$ cat src/rtl/rtcirq_pkg.sv
package rtcirq_pkg;
  localparam int RATE_W = 4;
  // control B enable positions
  localparam int EN_UPD = 4;
  localparam int EN_ALM = 5;
  localparam int EN_PER = 6;
  // cause byte positions
  localparam int CS_UPD = 4;
  localparam int CS_ALM = 5;
  localparam int CS_PER = 6;
  localparam int CS_ANY = 7;
endpackage

$ cat src/rtl/rtcirq_period_lut.sv
module rtcirq_period_lut #(
  parameter int US_PER_SEC = 1000000,
  parameter int BASE_HZ    = 65536,
  parameter int ACC_W      = 24
) (
  input  logic [rtcirq_pkg::RATE_W-1:0] rate,
  output logic [ACC_W-1:0]              period
);
  localparam int N_RATES = 1 << rtcirq_pkg::RATE_W;

  logic [ACC_W-1:0] tab [N_RATES];

  for (genvar i = 0; i < N_RATES; i++) begin : g_rate
    localparam int HZ  = BASE_HZ >> i;
    localparam int PER = (HZ == 0) ? 0 : US_PER_SEC / HZ;
    assign tab[i] = ACC_W'(PER);
  end

  assign period = tab[rate];
endmodule

$ cat src/rtl/rtcirq_periodic.sv
module rtcirq_periodic #(
  parameter int INC_W = 16,
  parameter int ACC_W = 24
) (
  input  logic                          clk,
  input  logic                          rst,
  input  logic                          upd_valid,
  input  logic                          enable,
  input  logic [rtcirq_pkg::RATE_W-1:0] rate,
  input  logic [INC_W-1:0]              inc,
  input  logic [ACC_W-1:0]              period,
  output logic                          hit
);
  localparam logic [ACC_W-1:0] ACC_MAX = '1;

  logic [ACC_W-1:0] acc;
  logic [ACC_W:0]   sum_wide;
  logic [ACC_W-1:0] sum;
  logic             active;

  assign active   = enable && (rate != '0);
  assign sum_wide = {1'b0, acc} + (ACC_W+1)'(inc);
  assign sum      = sum_wide[ACC_W] ? ACC_MAX : sum_wide[ACC_W-1:0];
  assign hit      = active && (sum >= period);

  always_ff @(posedge clk) begin
    if (rst) begin
      acc <= '0;
    end else if (upd_valid) begin
      if (!active)  acc <= '0;
      else if (hit) acc <= sum - period;
      else          acc <= sum;
    end
  end
endmodule

$ cat src/rtl/rtcirq_alarm_cmp.sv
module rtcirq_alarm_cmp #(
  parameter int FIELDS = 3
) (
  input  logic [FIELDS-1:0][7:0] now_b,
  input  logic [FIELDS-1:0][7:0] alm_b,
  output logic                   match
);
  logic [FIELDS-1:0] eq;

  for (genvar f = 0; f < FIELDS; f++) begin : g_fld
    assign eq[f] = (now_b[f] == alm_b[f]);
  end

  assign match = &eq;
endmodule

$ cat src/rtl/rtcirq_flags.sv
module rtcirq_flags #(
  parameter int US_PER_SEC = 1000000,
  parameter int BASE_HZ    = 65536,
  parameter int INC_W      = 16,
  parameter int ACC_W      = 24
) (
  input  logic             clk,
  input  logic             rst,
  input  logic             upd_valid,
  input  logic [INC_W-1:0] upd_us,
  input  logic             sec_tick,
  input  logic [7:0]       ctrl_a,
  input  logic [7:0]       ctrl_b,
  input  logic [7:0]       cur_sec,
  input  logic [7:0]       cur_min,
  input  logic [7:0]       cur_hour,
  input  logic [7:0]       alm_sec,
  input  logic [7:0]       alm_min,
  input  logic [7:0]       alm_hour,
  output logic [7:0]       flags_o,
  output logic             irq_o
);
  import rtcirq_pkg::*;

  logic [RATE_W-1:0] rate;
  logic [ACC_W-1:0]  period;
  logic              per_hit;
  logic              alm_match;
  logic              uf_n, af_n, pf_n, any_n;

  assign rate = ctrl_a[RATE_W-1:0];

  rtcirq_period_lut #(
    .US_PER_SEC(US_PER_SEC), .BASE_HZ(BASE_HZ), .ACC_W(ACC_W)
  ) u_lut (
    .rate(rate), .period(period)
  );

  rtcirq_periodic #(
    .INC_W(INC_W), .ACC_W(ACC_W)
  ) u_per (
    .clk(clk), .rst(rst), .upd_valid(upd_valid),
    .enable(ctrl_b[EN_PER]), .rate(rate), .inc(upd_us),
    .period(period), .hit(per_hit)
  );

  rtcirq_alarm_cmp #(.FIELDS(3)) u_alm (
    .now_b({cur_hour, cur_min, cur_sec}),
    .alm_b({alm_hour, alm_min, alm_sec}),
    .match(alm_match)
  );

  assign uf_n  = ctrl_b[EN_UPD];
  assign af_n  = ctrl_b[EN_ALM] && sec_tick && alm_match;
  assign pf_n  = per_hit;
  assign any_n = uf_n || af_n || pf_n;

  always_ff @(posedge clk) begin
    if (rst) begin
      flags_o <= '0;
      irq_o   <= 1'b0;
    end else if (upd_valid) begin
      flags_o         <= '0;
      flags_o[CS_UPD] <= uf_n;
      flags_o[CS_ALM] <= af_n;
      flags_o[CS_PER] <= pf_n;
      flags_o[CS_ANY] <= any_n;
      irq_o           <= any_n;
    end else begin
      irq_o <= 1'b0;
    end
  end
endmodule

$ cat config.mk
export PLATFORM = sky130hd
export DESIGN_NAME = rtcirq_flags
export DESIGN_NICKNAME = d
export VERILOG_FILES = /design/src/rtl/rtcirq_pkg.sv /design/src/rtl/rtcirq_period_lut.sv /design/src/rtl/rtcirq_periodic.sv /design/src/rtl/rtcirq_alarm_cmp.sv /design/src/rtl/rtcirq_flags.sv
export SDC_FILE = /design/constraint.sdc
export NUM_CORES = 1
export LEC_CHECK = 0
export ABC_AREA = 1
export BUFFER_PORTS_ARGS = -buffer_cell sky130_fd_sc_hd__buf_2
export CAP_MARGIN = 20
export CORE_ASPECT_RATIO = 1.75
export CORE_UTILIZATION = 35
export DETAILED_ROUTE_END_ITERATION = 10
export SLEW_MARGIN = 20
export SYNTH_ARGS = -nofsm -noshare
export SYNTH_HDL_FRONTEND = slang
export SYNTH_SLANG_ARGS = --single-unit
$ cat constraint.sdc
create_clock -name clk -period 11.8 [get_ports clk]
set_input_delay 2.95 -clock clk [delete_from_list [all_inputs] [get_ports clk]]
set_output_delay 2.95 -clock clk [all_outputs]
set_load 0.02 [all_outputs]
* Yosys cells after proc, flatten, opt, wreduce, memory -nomap -nowiden *
Memory sizes are Yosys's and may differ from the RTL's.
Index checks and enable logic that the tools add are counted.
W data, S select, Z words.

word-level totals
  register bits = 29
  bits in read-only memories = 384
  word-level logic and storage cells = 27
  memories = 1

cells by class
  add/subtract/negate cells = 2
  magnitude comparators = 2
  eq/ne operators = 3
  muxes and demuxes = 5
  bitwise gates (word level) = 2
  reduce and logical (&&, ||, !) cells = 9

memory list
  name              words  bits a word  read ports  clocked after Yosys merged registers in  wr ports  line                     text
  (name not given)  16     24           1           0                                        0         rtcirq_period_lut.sv:19  assign period = tab[rate];

operators by type and width
  operator              count
  $mux W24              5
  $add A24 B16 Y25      1
  $eq A8 B8 Y1          3
  $ge A24 B24 Y1        1
  $sub A24 B24 Y24      1
  $ge A5 B5 Y1 const B  1
  $not A4 Y5            1
  $logic_and A1 B1 Y1   4
  $reduce_bool A4 Y1    1
  $reduce_and A3 Y1     1
  $logic_or A1 B1 Y1    2
  $reduce_or A2 Y1      1
  $not A1 Y1            1

* Logic depth before layout (Yosys ltp) *
  word-level depth = 8
  mapped depth = 28
  depth with buffers taken out = 28

* Cells and area by module *
From an unflattened synthesis, not the netlist that was laid out.

unflattened totals
  cells, all modules = 1061
  area, all modules = 5586.6 um2

modules (own cells, without submodules)
  module             times used  cells an instance  area an instance (um2)  sequential area each (um2)
  rtcirq_periodic    1           851                4508.1                  480.5
  rtcirq_period_lut  1           79                 432.9                   0.0
  rtcirq_alarm_cmp   1           103                429.2                   0.0
  rtcirq_flags       1           28                 216.5                   100.1

* Worst setup path before layout *
No wires, ideal clock.

  path kind = input port to flip-flop
  start = input upd_us[0]
  end = register u_per.acc[15]
  setup time = 0.113 ns
  arrival time = 6.322 ns
  slack = 5.365 ns
  stages on the path = 28
  path through = ha_1 > fa_1 > nand2_1 > inv_1 > nand2_1 > nand3_2 > nand2_1 > nand2_1 > nand2_1 > nand2_2 > nand2_4 > buf_6 > buf_2 > nand2_1 > ha_1 > a21oi_1 > o21ai_1 > a21boi_0 > o21ai_2 > nand2_1 > nand3_1 > nand3_2 > nand3_4 > nand2_4 > buf_6 > nand3_1 > nand3_1 > nand2_1

between the ends
  cells in the longest elaborated chain, start to end = 6
  elaborated cells between the ends (all ways) = 7
  those cells by class = add/sub (2); order compare (1); mux (3); reduce/logical (1)

ends and longest elaborated chain
  item                  line                   text
  from (decl)           rtcirq_flags.sv:10     input logic [INC_W-1:0] upd_us,
  $add A24 B16 Y25 (*)  rtcirq_periodic.sv:22  assign sum_wide = {1'b0, acc} + (ACC_W+1)'(inc);
  $mux W24 (*)          rtcirq_periodic.sv:23  assign sum = sum_wide[ACC_W] ? ACC_MAX : sum_wide[ACC_W-1:0];
  $ge A24 B24 Y1        rtcirq_periodic.sv:24  assign hit = active && (sum >= period);
  $logic_and A1 B1 Y1   rtcirq_periodic.sv:24
  $mux W24 (*)          rtcirq_periodic.sv:31  else if (hit) acc <= sum - period;
  $mux W24 (*)          rtcirq_periodic.sv:30  if (!active) acc <= '0;
  to (signal assigned)  rtcirq_periodic.sv:31
  to (signal assigned)  rtcirq_periodic.sv:32  else acc <= sum;
  to (decl)             rtcirq_periodic.sv:16  logic [ACC_W-1:0] acc;

Every way passes the cells marked *; elsewhere a longest branch is shown, timed or not.
A chain may end at the register's enable or synchronous reset.

* Worst setup path after layout *
Ends and elaborated chain as after synthesis.

==> results.cfg <==
[clock_tree]
tritoncts = built
cts_hold_buf = 0
postCtsSetupRepairBufs = 0
cts_buffer_depth = 2
cts_buffers = 5
htreeDepth = 2
insertion_delay_ns = 0.28
clkTransAtPathRegs_ns = 0.05
cts_resized = 0
cts.sinks = 29
cts_root_buffer = clkbuf_16

[synth]
synth.avg_cell_area_sq_um = 5.77
syn_area_sq_um = 4490
yosysUniqueCellTypes = 44
ys.flop_type = dfxtp_1
ys_ff_latch = 29
synth_edf_count = 0
seq_area_frac_synth_pct = 12.9
ys_async_sr_fraction_pct = 0
ys_warn_count = 0
synth_cells = 779

[global_route]
grt_pass1_vias = 5016
met3_usage_pct = 1.79
grt_max_degree = 36
grt_pass1_wl_mm = 22.5
gr-usage-met1_pct = 20.4
grt.total_usage_pct = 21.4
gr-usage-met2_pct = 41.6
top_usage_layer = met2
grt_overflow = 0
antenna_found_initial = 0

[placed_design]
port_buffers = 79
dp_hpwl_mm = 11.8
gp_congestion = 0.883

[setup_path]
critPathMaxFanout = 35
cp-end-kind = flop
cp.required_ns = 11.97
crit_arrival_ns = 7.69
reg2regPathDepth = 25
reg2reg_from = u_per.acc[0]
ff2ff_setup_slack_ns = 6.76
worstSetupPathType = in2reg
start_kind = input port
r2r_end = u_per.acc[15]

[drt]
route.detailed.drc = 0
via_per_inst = 4.91
ant_nets = 0
num_vias = 5000
drt-total-wl_mm = 13.5
drt_iter0_drc = 181
wire_per_inst_microns = 13.3
drt_pass1_iterations = 5

[hold_path]
hold_start = flags_o[7]
hold_path_depth = 2
hp-class = reg2reg
worstHoldEndpoint = flags_o[7]

[floorplan]
row_count = 54
die_width_microns = 87.7
die_h_microns = 152
dieArea_sq_um = 13300
ios = 93
start_util_pct = 36.0
fp.coreArea_sq_um = 12500

[power_and_ir_drop]
p_per_area_nw_per_um2 = 153
p_leak_uw = 0.00285
vdd_drop_max_mv = 0.0788
total_power_uw = 788

[timing]
finalSetupTns_ns = 0
finalHoldViolations = 0
relSlewSlack_pct = 32.4
worstMarginPinSlew_ns = 1.01
rsz0062_at_grt = false
setup_viol = 0
period_share_pct = 63.7
finalMaxSlewViolations = 0
finalCriticalPeriod_ns = 7.52
max_freq_mhz = 133
finalClockSkew_ns = 0.00464

[final_layout]
syn2layout_area_growth_pct = 14.8
utilization_pct = 41.3
antenna_cells = 0
fill_cells = 1400
fin_nets = 975
final_layout_size_suffix_gt1_share_pct = 14.3

[job]
cap_violations = 0

[status]
status = complete, no violations
[power breakdown]
group / internal, uW / switching [uW] / total, uW / leakage, uW
clock network: 89.1 / 43.9 / 133 / 0.0000799
logic: 189 / 343 / 532 / 0.00253
registers: 112 / 11.3 / 123 / 0.000237
[registers in the layout (all words and copies together), names as in the netlist]
name / flops
irq_o: 1
flags_o: 4
u_per.acc: 24
[final cells by class]
cell class	instances	area [sq um]	area share, %
timing repair buffer	81	410	7.95
inverter	104	390	7.57
clock buffer	7	153	2.96
clock inverter	1	5.00	0.0970
multi-input combinational	629	3410	66.1
sequential	29	581	11.3
tap	168	210	4.07
[critical path: stages]
cell and delay [ns]:
buf_2 0.10, ha_1 0.23, fa_1 0.42, nand2_1 0.09, inv_1 0.05, nand2_1 0.06, nand3_2 0.13, nand2_1 0.09
nand2_1 0.08, nand2_1 0.08, nand2_2 0.10, nand2_4 0.24, inv_1 0.23, or2_2 0.35, ha_1 0.36, a21oi_1 0.15
a21boi_0 0.51, o21ai_2 0.18, nand2_1 0.12, nand3_1 0.10, nand3_2 0.11, nand3_4 0.33, nand2_4 0.31, nand3_1 0.10
nand3_1 0.14, nand2_1 0.06
[cell families after synthesis]
kind of cell / synth area share, %
simple gates: 42.3
buf+inv: 11.4
compound gates: 14.1
fa+ha+maj: 11.7
xor+xnor: 7.41
flops: 12.9
other cells: 0.0834
[metrics by stage]
| stage | hold WS [ns] | cells | setup slack (ns) | area (sq um) |
|---|---|---|---|---|
| 2_1_floorplan | 0.430 | 782 | 5.36 | 4510 |
| 3_3_place_gp | 0.434 | 1011 | 3.99 | 5000 |
| 3_5_place_dp | 0.440 | 1011 | 3.95 | 5000 |
| 4_1_cts | 0.452 | 1019 | 4.24 | 5160 |
| 5_1_grt | 0.470 | 1019 | 3.85 | 5160 |
| 6_report | 0.452 | 1019 | 4.28 | 5160 |
[synth_stat cells, drive strengths merged (12+ instances only)]
| master | count | area, sq um |
|---|---|---|
| nand2 | 249 | 960 |
| inv | 104 | 390 |
| nor2 | 73 | 297 |
| nand3 | 72 | 400 |
| a21oi | 52 | 268 |
| ha | 39 | 488 |
| o21ai | 39 | 199 |
| dfxtp | 29 | 581 |
| xor2 | 23 | 201 |
| nand4 | 15 | 93.8 |
| xnor2 | 15 | 131 |
| buf | 12 | 93.8 |
[worst max path at each step]
stage	startpoint	end
floorplan	upd_us[0]	u_per.acc[15]
global placement	upd_us[0]	u_per.acc[15]
detailed placement	upd_us[0]	u_per.acc[15]
CTS	upd_us[0]	u_per.acc[15]
global route	upd_us[0]	u_per.acc[15]
finish	upd_us[0]	u_per.acc[15]
[metal layers]
layer,share of wire [%],up-vias
li1,-,2666
met1,37,2175
met2,54,115
met3,2.7,44
met4,6.6,0
met5,0,-
[placed cells by master, fill, tap and decap left out, types with 3 or more instances in the layout]
| master | count |
|---|---|
| nor4_1 | 6 |
| or2_2 | 11 |
| o21ai_0 | 30 |
| nor2_2 | 3 |
| a31oi_1 | 4 |
| xor2_1 | 23 |
| o21bai_1 | 4 |
| nand3_1 | 67 |
| nand4_1 | 15 |
| ha_1 | 39 |
| xnor2_1 | 15 |
| inv_1 | 102 |
| dfxtp_1 | 29 |
| o21ai_1 | 8 |
| o2111ai_1 | 3 |
| conb_1 | 4 |
| clkbuf_16 | 5 |
| o22ai_1 | 4 |
| nor2_1 | 68 |
| nand2_1 | 243 |
| a21oi_1 | 50 |
| nand2_2 | 4 |
| buf_2 | 79 |
| nand3_2 | 3 |
Power figures use the tool's default switching activity.
